$ cat config.mk
export PLATFORM = sky130hd
export DESIGN_NAME = eoi_prio_drop
export DESIGN_NICKNAME = d
export VERILOG_FILES = /design/src/rtl/eoi_pkg.sv /design/src/rtl/eoi_active_bank.sv /design/src/rtl/eoi_prio_resolve.sv /design/src/rtl/eoi_access_gate.sv /design/src/rtl/eoi_prio_drop.sv
export SDC_FILE = /design/constraint.sdc
export NUM_CORES = 1
export LEC_CHECK = 0
export ABC_AREA = 1
export BUFFER_PORTS_ARGS = -buffer_cell sky130_fd_sc_hd__buf_2
export CORE_MARGIN = 2
export CORE_UTILIZATION = 40
export CTS_CLUSTER_DIAMETER = 100
export DETAILED_ROUTE_END_ITERATION = 8
export GPL_TIMING_DRIVEN = 0
export SLEW_MARGIN = 15
export SYNTH_ARGS = -nofsm -noshare
export SYNTH_HDL_FRONTEND = slang
export SYNTH_HIERARCHICAL = 1
export SYNTH_SLANG_ARGS = --single-unit
$ cat constraint.sdc
create_clock -name clk -period 5.57 [get_ports clk]
set_input_delay 0.557 -clock clk [delete_from_list [all_inputs] [get_ports clk]]
set_output_delay 0.557 -clock clk [all_outputs]
set_load 0.01 [all_outputs]
$ cat src/rtl/eoi_pkg.sv
package eoi_pkg;

    typedef enum logic [1:0] {
        GRP_G0   = 2'd0,
        GRP_G1S  = 2'd1,
        GRP_G1NS = 2'd2,
        GRP_NONE = 2'd3
    } grp_e;

    typedef enum logic {
        ST_IDLE = 1'b0,
        ST_DONE = 1'b1
    } st_e;

    localparam int NUM_GRP = 3;

endpackage

$ cat src/rtl/eoi_active_bank.sv
module eoi_active_bank #(
    parameter int LEVELS = 32,
    localparam int LVL_W = $clog2(LEVELS)
) (
    input  logic              clk,
    input  logic              rst_n,
    input  logic              set_en,
    input  logic [LVL_W-1:0]  set_lvl,
    input  logic              clr_en,
    input  logic [LVL_W-1:0]  clr_lvl,
    output logic [LEVELS-1:0] bits_o
);

    logic [LEVELS-1:0] set_mask;
    logic [LEVELS-1:0] clr_mask;

    always_comb begin
        set_mask = set_en ? (LEVELS'(1) << set_lvl) : '0;
        clr_mask = clr_en ? (LEVELS'(1) << clr_lvl) : '0;
    end

    // acknowledge applied after clear so it wins on a shared bit
    always_ff @(posedge clk) begin
        if (!rst_n) begin
            bits_o <= '0;
        end else begin
            bits_o <= (bits_o & ~clr_mask) | set_mask;
        end
    end

    AST_ACK_WINS: assert property (@(posedge clk) disable iff (!rst_n)
        (set_en && clr_en && set_lvl == clr_lvl) |=> bits_o[$past(set_lvl)]);

    AST_CLEAR_TAKES: assert property (@(posedge clk) disable iff (!rst_n)
        (clr_en && !(set_en && set_lvl == clr_lvl)) |=> !bits_o[$past(clr_lvl)]);

endmodule

$ cat src/rtl/eoi_prio_resolve.sv
module eoi_prio_resolve
    import eoi_pkg::*;
#(
    parameter int LEVELS = 32,
    localparam int LVL_W = $clog2(LEVELS)
) (
    input  logic [LEVELS-1:0] bits_g0,
    input  logic [LEVELS-1:0] bits_g1s,
    input  logic [LEVELS-1:0] bits_g1ns,
    output logic              valid_o,
    output logic [LVL_W-1:0]  lvl_o,
    output grp_e              grp_o
);

    // walk from least to most urgent so the lowest set level is kept
    always_comb begin
        valid_o = 1'b0;
        lvl_o   = '0;
        grp_o   = GRP_NONE;
        for (int i = LEVELS - 1; i >= 0; i--) begin
            if (bits_g0[i] || bits_g1s[i] || bits_g1ns[i]) begin
                valid_o = 1'b1;
                lvl_o   = LVL_W'(i);
                if (bits_g0[i])       grp_o = GRP_G0;
                else if (bits_g1s[i]) grp_o = GRP_G1S;
                else                  grp_o = GRP_G1NS;
            end
        end
    end

    always_comb begin
        AST_GRP_VALID: assert (!valid_o || grp_o != GRP_NONE);
    end

endmodule

$ cat src/rtl/eoi_access_gate.sv
module eoi_access_gate
    import eoi_pkg::*;
(
    input  logic run_valid,
    input  grp_e run_grp,
    input  logic id_ok,
    input  logic sel_g1,
    input  logic cpu_secure,
    input  logic cpu_top_el,
    input  logic sec_en,
    input  logic top_impl,
    output logic allow_o
);

    logic rule_ok;

    always_comb begin
        rule_ok = 1'b0;
        unique case (run_grp)
            GRP_G0:   rule_ok = !sel_g1 && !(sec_en && top_impl && !cpu_secure);
            GRP_G1S:  rule_ok = sel_g1 && cpu_secure;
            GRP_G1NS: rule_ok = sel_g1 && !(cpu_secure && !cpu_top_el);
            GRP_NONE: rule_ok = 1'b0;
        endcase
        allow_o = run_valid && id_ok && rule_ok;
    end

endmodule

$ cat src/rtl/eoi_prio_drop.sv
module eoi_prio_drop
    import eoi_pkg::*;
#(
    parameter int          LEVELS  = 32,
    parameter int          DATA_W  = 32,
    parameter int          ID_W    = 24,
    parameter int unsigned NUM_IRQ = 1020,
    localparam int         LVL_W   = $clog2(LEVELS)
) (
    input  logic              clk,
    input  logic              rst_n,
    input  logic              ack_valid_i,
    input  logic [LVL_W-1:0]  ack_prio_i,
    input  logic [1:0]        ack_grp_i,
    input  logic              eoi_wr_i,
    input  logic              eoi_sel_g1_i,
    input  logic [DATA_W-1:0] eoi_data_i,
    input  logic              cpu_secure_i,
    input  logic              cpu_top_el_i,
    input  logic              sec_en_i,
    input  logic              top_impl_i,
    output logic              run_valid_o,
    output logic [LVL_W-1:0]  run_prio_o,
    output logic [1:0]        run_grp_o,
    output logic              done_o,
    output logic [1:0]        done_grp_o
);

    logic [LEVELS-1:0] bank_bits [NUM_GRP];
    logic [ID_W-1:0]   irq_id;
    logic              id_ok;
    logic              allow;
    logic              drop_en;
    grp_e              run_grp;
    st_e               state_q;
    st_e               state_d;
    grp_e              done_grp_q;

    assign irq_id  = eoi_data_i[ID_W-1:0];
    assign id_ok   = (32'(irq_id) < NUM_IRQ);
    assign drop_en = eoi_wr_i && allow;

    for (genvar g = 0; g < NUM_GRP; g++) begin : g_bank
        eoi_active_bank #(.LEVELS(LEVELS)) u_bank (
            .clk     (clk),
            .rst_n   (rst_n),
            .set_en  (ack_valid_i && ack_grp_i == 2'(g)),
            .set_lvl (ack_prio_i),
            .clr_en  (drop_en && run_grp == grp_e'(g)),
            .clr_lvl (run_prio_o),
            .bits_o  (bank_bits[g])
        );
    end

    eoi_prio_resolve #(.LEVELS(LEVELS)) u_resolve (
        .bits_g0   (bank_bits[0]),
        .bits_g1s  (bank_bits[1]),
        .bits_g1ns (bank_bits[2]),
        .valid_o   (run_valid_o),
        .lvl_o     (run_prio_o),
        .grp_o     (run_grp)
    );

    eoi_access_gate u_gate (
        .run_valid  (run_valid_o),
        .run_grp    (run_grp),
        .id_ok      (id_ok),
        .sel_g1     (eoi_sel_g1_i),
        .cpu_secure (cpu_secure_i),
        .cpu_top_el (cpu_top_el_i),
        .sec_en     (sec_en_i),
        .top_impl   (top_impl_i),
        .allow_o    (allow)
    );

    assign run_grp_o = run_grp;

    // next-state: GO_DONE, STAY_DONE, BACK_IDLE
    always_comb begin
        state_d = state_q;
        unique case (state_q)
            ST_IDLE: state_d = drop_en ? ST_DONE : ST_IDLE;
            ST_DONE: state_d = drop_en ? ST_DONE : ST_IDLE;
        endcase
    end

    always_ff @(posedge clk) begin
        if (!rst_n) begin
            state_q    <= ST_IDLE;
            done_grp_q <= GRP_G0;
        end else begin
            state_q <= state_d;
            if (drop_en) done_grp_q <= run_grp;
        end
    end

    always_comb begin
        done_o     = (state_q == ST_DONE);
        done_grp_o = done_grp_q;
    end

    AST_SPURIOUS_IGNORED: assert property (@(posedge clk) disable iff (!rst_n)
        (eoi_wr_i && 32'(eoi_data_i[ID_W-1:0]) >= NUM_IRQ) |=> !done_o);

    AST_EMPTY_IGNORED: assert property (@(posedge clk) disable iff (!rst_n)
        (eoi_wr_i && !run_valid_o) |=> !done_o);

    AST_G0_WRONG_REG: assert property (@(posedge clk) disable iff (!rst_n)
        (eoi_wr_i && run_valid_o && run_grp_o == 2'd0 && eoi_sel_g1_i) |=> !done_o);

    AST_G1S_NONSECURE: assert property (@(posedge clk) disable iff (!rst_n)
        (eoi_wr_i && run_valid_o && run_grp_o == 2'd1 && !cpu_secure_i) |=> !done_o);

    AST_G1NS_SEC_LOW: assert property (@(posedge clk) disable iff (!rst_n)
        (eoi_wr_i && run_valid_o && run_grp_o == 2'd2 && cpu_secure_i && !cpu_top_el_i)
        |=> !done_o);

    AST_DONE_SINGLE: assert property (@(posedge clk) disable iff (!rst_n)
        done_o |=> (!done_o || $past(eoi_wr_i)));

    AST_DONE_GRP: assert property (@(posedge clk) disable iff (!rst_n)
        done_o |-> (done_grp_o == $past(run_grp_o)));

endmodule

==> Flow_metrics.wiki <==
{| class="wikitable"
! Metric !! Value
|-
| TritonCTS clock tree || yes
|-
| Total core area || 15700 um2
|-
| Drc violations || 0
|-
| Multi-input combinational cell area || 3860 um2
|-
| Drt total wl || 22500 um
|-
| Starting Density || 40.5%
|-
| Hold violation count in the final report || 0
|-
| Via density per instance || 5.24
|-
| Global-route wire length before repair || 33700 um
|-
| Vias in the first global route || 6219
|-
| Worst clock skew on the final layout || 0.0134 ns
|-
| Total clock buffers created by CTS || 9
|-
| Boundary pin count || 59
|-
| Number of clock sinks || 99
|-
| Maximum clock frequency || 188 MHz
|-
| WS Path Type || flip-flop to flip-flop
|-
| Capture instance of the worst register-to-register path || g_bank[1].u_bank/bits_o[2]
|-
| Post-detail-place hpwl || 17900 um
|-
| Placement-stage worst setup slack || -0.0683 ns
|-
| Register-to-register path setup slack || 0.26 ns
|-
| Leakage power || 3.05 nW
|-
| Number of antenna cells inserted || 0
|-
| Cell with the most instances on the worst path || sky130_fd_sc_hd__nand3_1
|-
| Setup WS post-layout || 0.260 ns
|-
| Total of warnings raised by yosys || 6
|-
| Max Slew Vio Count || 0
|-
| Hold Path Origin || done_grp_o[1]
|-
| Maximum number of pins on one net before global-route repair || 19
|-
| Number of antenna violations at the first check in global routing || 0
|-
| Detail Route Antenna Nets || 0
|-
| Max capacitance violation total || 0
|-
| Hold_buf cts || 0
|-
| Net count, final || 1170
|-
| Fill cell instance count of the final layout || 1728
|-
| Fraction of layout instances using a drive strength above 1 || 20.0%
|-
| Kind of start point of the critical path || flip-flop
|-
| Number of setup violations in the final report || 0
|-
| Global placer's final weighted congestion || 0.966
|-
| Post-synthesis net count || 1099
|-
| Crit-path slowest cell || sky130_fd_sc_hd__dfxtp_1
|-
| Area growth from synthesis to layout || 18.1%
|-
| Clock latency of the later-clocked register in the worst-skew pair || 0.36 ns
|-
| WHS Endpoint || done_grp_o[1]
|-
| Rel. slew slack || 38.8%
|-
| Sum of negative setup slack || 0 ns
|-
| Register cell area after layout || 1990 um2
|-
| Clock-pin slew reported for the worst setup and hold paths after clock tree synthesis || 0.07 ns
|-
| Worst Path Required || 5.79 ns
|-
| Mean instance size in the synthesized netlist || 6.06 um2
|-
| Worst Max-Slew Pin Slew || 0.914 ns
|-
| H-tree lvl count || 3
|-
| Die W || 130 um
|-
| Sequential share of the synthesized area || 31.2%
|-
| Gate Count Post-Synth || 1049
|-
| Worst Setup End Kind || flip-flop
|-
| DIE AREA || 16900 um2
|-
| DR vias || 7027
|-
| Highest fanout seen on the critical path || 7
|-
| Post-synthesis instance area || 6360 um2
|-
| Clock period minus worst slack || 5.31 ns
|-
| Flops & latches, synth || 99
|-
| Clock tree buffer depth || 2
|-
| Number of detailed-routing iterations run before antenna repair || 6
|-
| Most common library cell in the layout ignoring fill and taps || sky130_fd_sc_hd__nand2_1
|-
| Largest stage delay, worst path || 0.43 ns
|-
| Congestion Overflow GR || 0
|-
| Worst hold-check path type || flip-flop to flip-flop
|-
| Pwr Density || 221 nW/um2
|-
| Worst reg-to-reg path cell count || 48
|-
| Routed len/inst || 16.8 um
|-
| Vertical die dimension || 130 um
|-
| Run status || completed
|-
| Tcrit/Tclk final || 95.3%
|-
| Unrepaired setup endpoints after global routing || yes
|-
| Worst Hold Depth || 2
|-
| Root Buffer Master || sky130_fd_sc_hd__clkbuf_16
|-
| Data arrival at the endpoint of the critical path || 5.53 ns
|-
| Maximum resistive drop on vdd || 155 uV
|-
| Post-synth cell types || 35
|-
| Number of core rows || 46
|-
| # port buffers || 46
|-
| Drt initial violations || 659
|-
| Overall Global Routing Usage || 26.9%
|-
| Reg-to-reg critical path startpoint || g_bank[1].u_bank/bits_o[28]
|-
| Leading cell types in the layout, fill and taps excluded || 277 x sky130_fd_sc_hd__nand2_1, 124 x sky130_fd_sc_hd__nor2_1, 102 x sky130_fd_sc_hd__nand3_1
|}
[cell type report]
| class | instances | share of cell area, % |
|---|---|---|
| Inverter | 130 | 6.77 |
| Clock buffer | 10 | 3.05 |
| Multi-Input combinational cell | 781 | 51.4 |
| Timing Repair Buffer | 58 | 4.42 |
| Buffer | 39 | 3.50 |
| Tap cell | 216 | 3.60 |
| Timing Repair inverter | 2 | 0.183 |
| Sequential cell | 99 | 26.5 |
| Clock inverter | 6 | 0.550 |
[worst max path at each step]
stage               slack [ns]                          end                   startpoint  cells after the start
floorplan                 1.07   g_bank[0].u_bank/bits_o[1]  g_bank[0].u_bank/bits_o[28]                     64
global placement         -0.05   g_bank[1].u_bank/bits_o[3]  g_bank[1].u_bank/bits_o[30]                     68
detailed placement       -0.07   g_bank[1].u_bank/bits_o[3]  g_bank[1].u_bank/bits_o[30]                     68
CTS                      -0.02  g_bank[0].u_bank/bits_o[19]  g_bank[1].u_bank/bits_o[30]                     67
global route             -0.36   g_bank[1].u_bank/bits_o[1]  g_bank[1].u_bank/bits_o[29]                     67
finish                    0.26   g_bank[1].u_bank/bits_o[2]  g_bank[1].u_bank/bits_o[28]                     48
[what timing repair did]
item / CTS / global route
setup buffers: 0 / 9
pin swaps: 0 / 29
endpoints found under the setup margin: 15 / 96
endpoints found under the hold margin: 0 / 0
cloned: 0 / 4
gates resized for setup: 1 / 110
[metrics by stage]
stage / instance area (um2) / power, W / util, % / hold slack (ns) / cells
2_1_floorplan: 6360 / 0.000946 / - / 0.439 / 1049
3_3_place_gp: 6860 / 0.00104 / 43.7 / 0.447 / 1311
3_5_place_dp: 6870 / 0.00105 / 43.7 / 0.452 / 1312
4_1_cts: 7140 / 0.00164 / 45.5 / 0.461 / 1328
5_1_grt: 7510 / 0.00173 / 47.8 / 0.501 / 1341
6_report: 7510 / 0.00166 / 47.8 / 0.462 / 1341
[per-layer routing]
layer	global-route usage (%)	vias up	part of all wire, %
met5	0	-	0
met4	11.8	0	4.5
met3	4.39	47	6.4
met2	43.2	245	46
met1	35.9	3192	44
li1	-	3543	-
[cell usage after synthesis (all sizes together)]
library cell | instances | area share (%)
a21boi | 3 | 0.35
a21oi | 102 | 8.6
a31oi | 5 | 0.49
a32oi | 5 | 0.69
and2 | 1 | 0.098
buf | 30 | 3.4
clkbuf | 9 | 0.53
clkinv | 4 | 0.24
dfxtp | 99 | 31
ha | 2 | 0.39
inv | 126 | 7.4
nand2 | 296 | 18
nand3 | 113 | 9.1
nand3b | 1 | 0.12
nand4 | 32 | 3.1
nor2 | 157 | 11
nor3 | 11 | 1.0
nor4 | 1 | 0.098
o21a | 1 | 0.12
o21ai | 44 | 3.5
o21bai | 2 | 0.24
o31ai | 2 | 0.24
or2 | 3 | 0.30
[where the power goes]
group / total, W / switching, W / internal [W]
logic: 0.000354 / 0.000248 / 0.000106
clock network: 0.000594 / 0.000291 / 0.000303
registers: 0.000713 / 0.00000355 / 0.000709
total: 0.00166 / 0.000542 / 0.00112
[critical path, delay by kind of cell (launching register included)]
kind / cells / cell delay [ns]
and+or+nand+nor: 43 / 4.04
buffers and inverters: 3 / 0.34
DFF: 1 / 0.43
adders and majority gates: 1 / 0.28
AOI/OAI and AO/OA: 1 / 0.06
[registers in the layout, summed over array words and instances, names as in the netlist]
name	count
g_bank.u_bank/bits_o	96
done_grp_o	2
done_o	1
[cells by family after synthesis]
family	Yosys count	share of synthesized area, %
adders and majority gates	2	0.393
and+or+nand+nor	615	42.7
buffers and inverters	169	11.6
DFF	99	31.2
AOI/OAI and AO/OA	164	14.1
(Power assumes the default switching activity.)
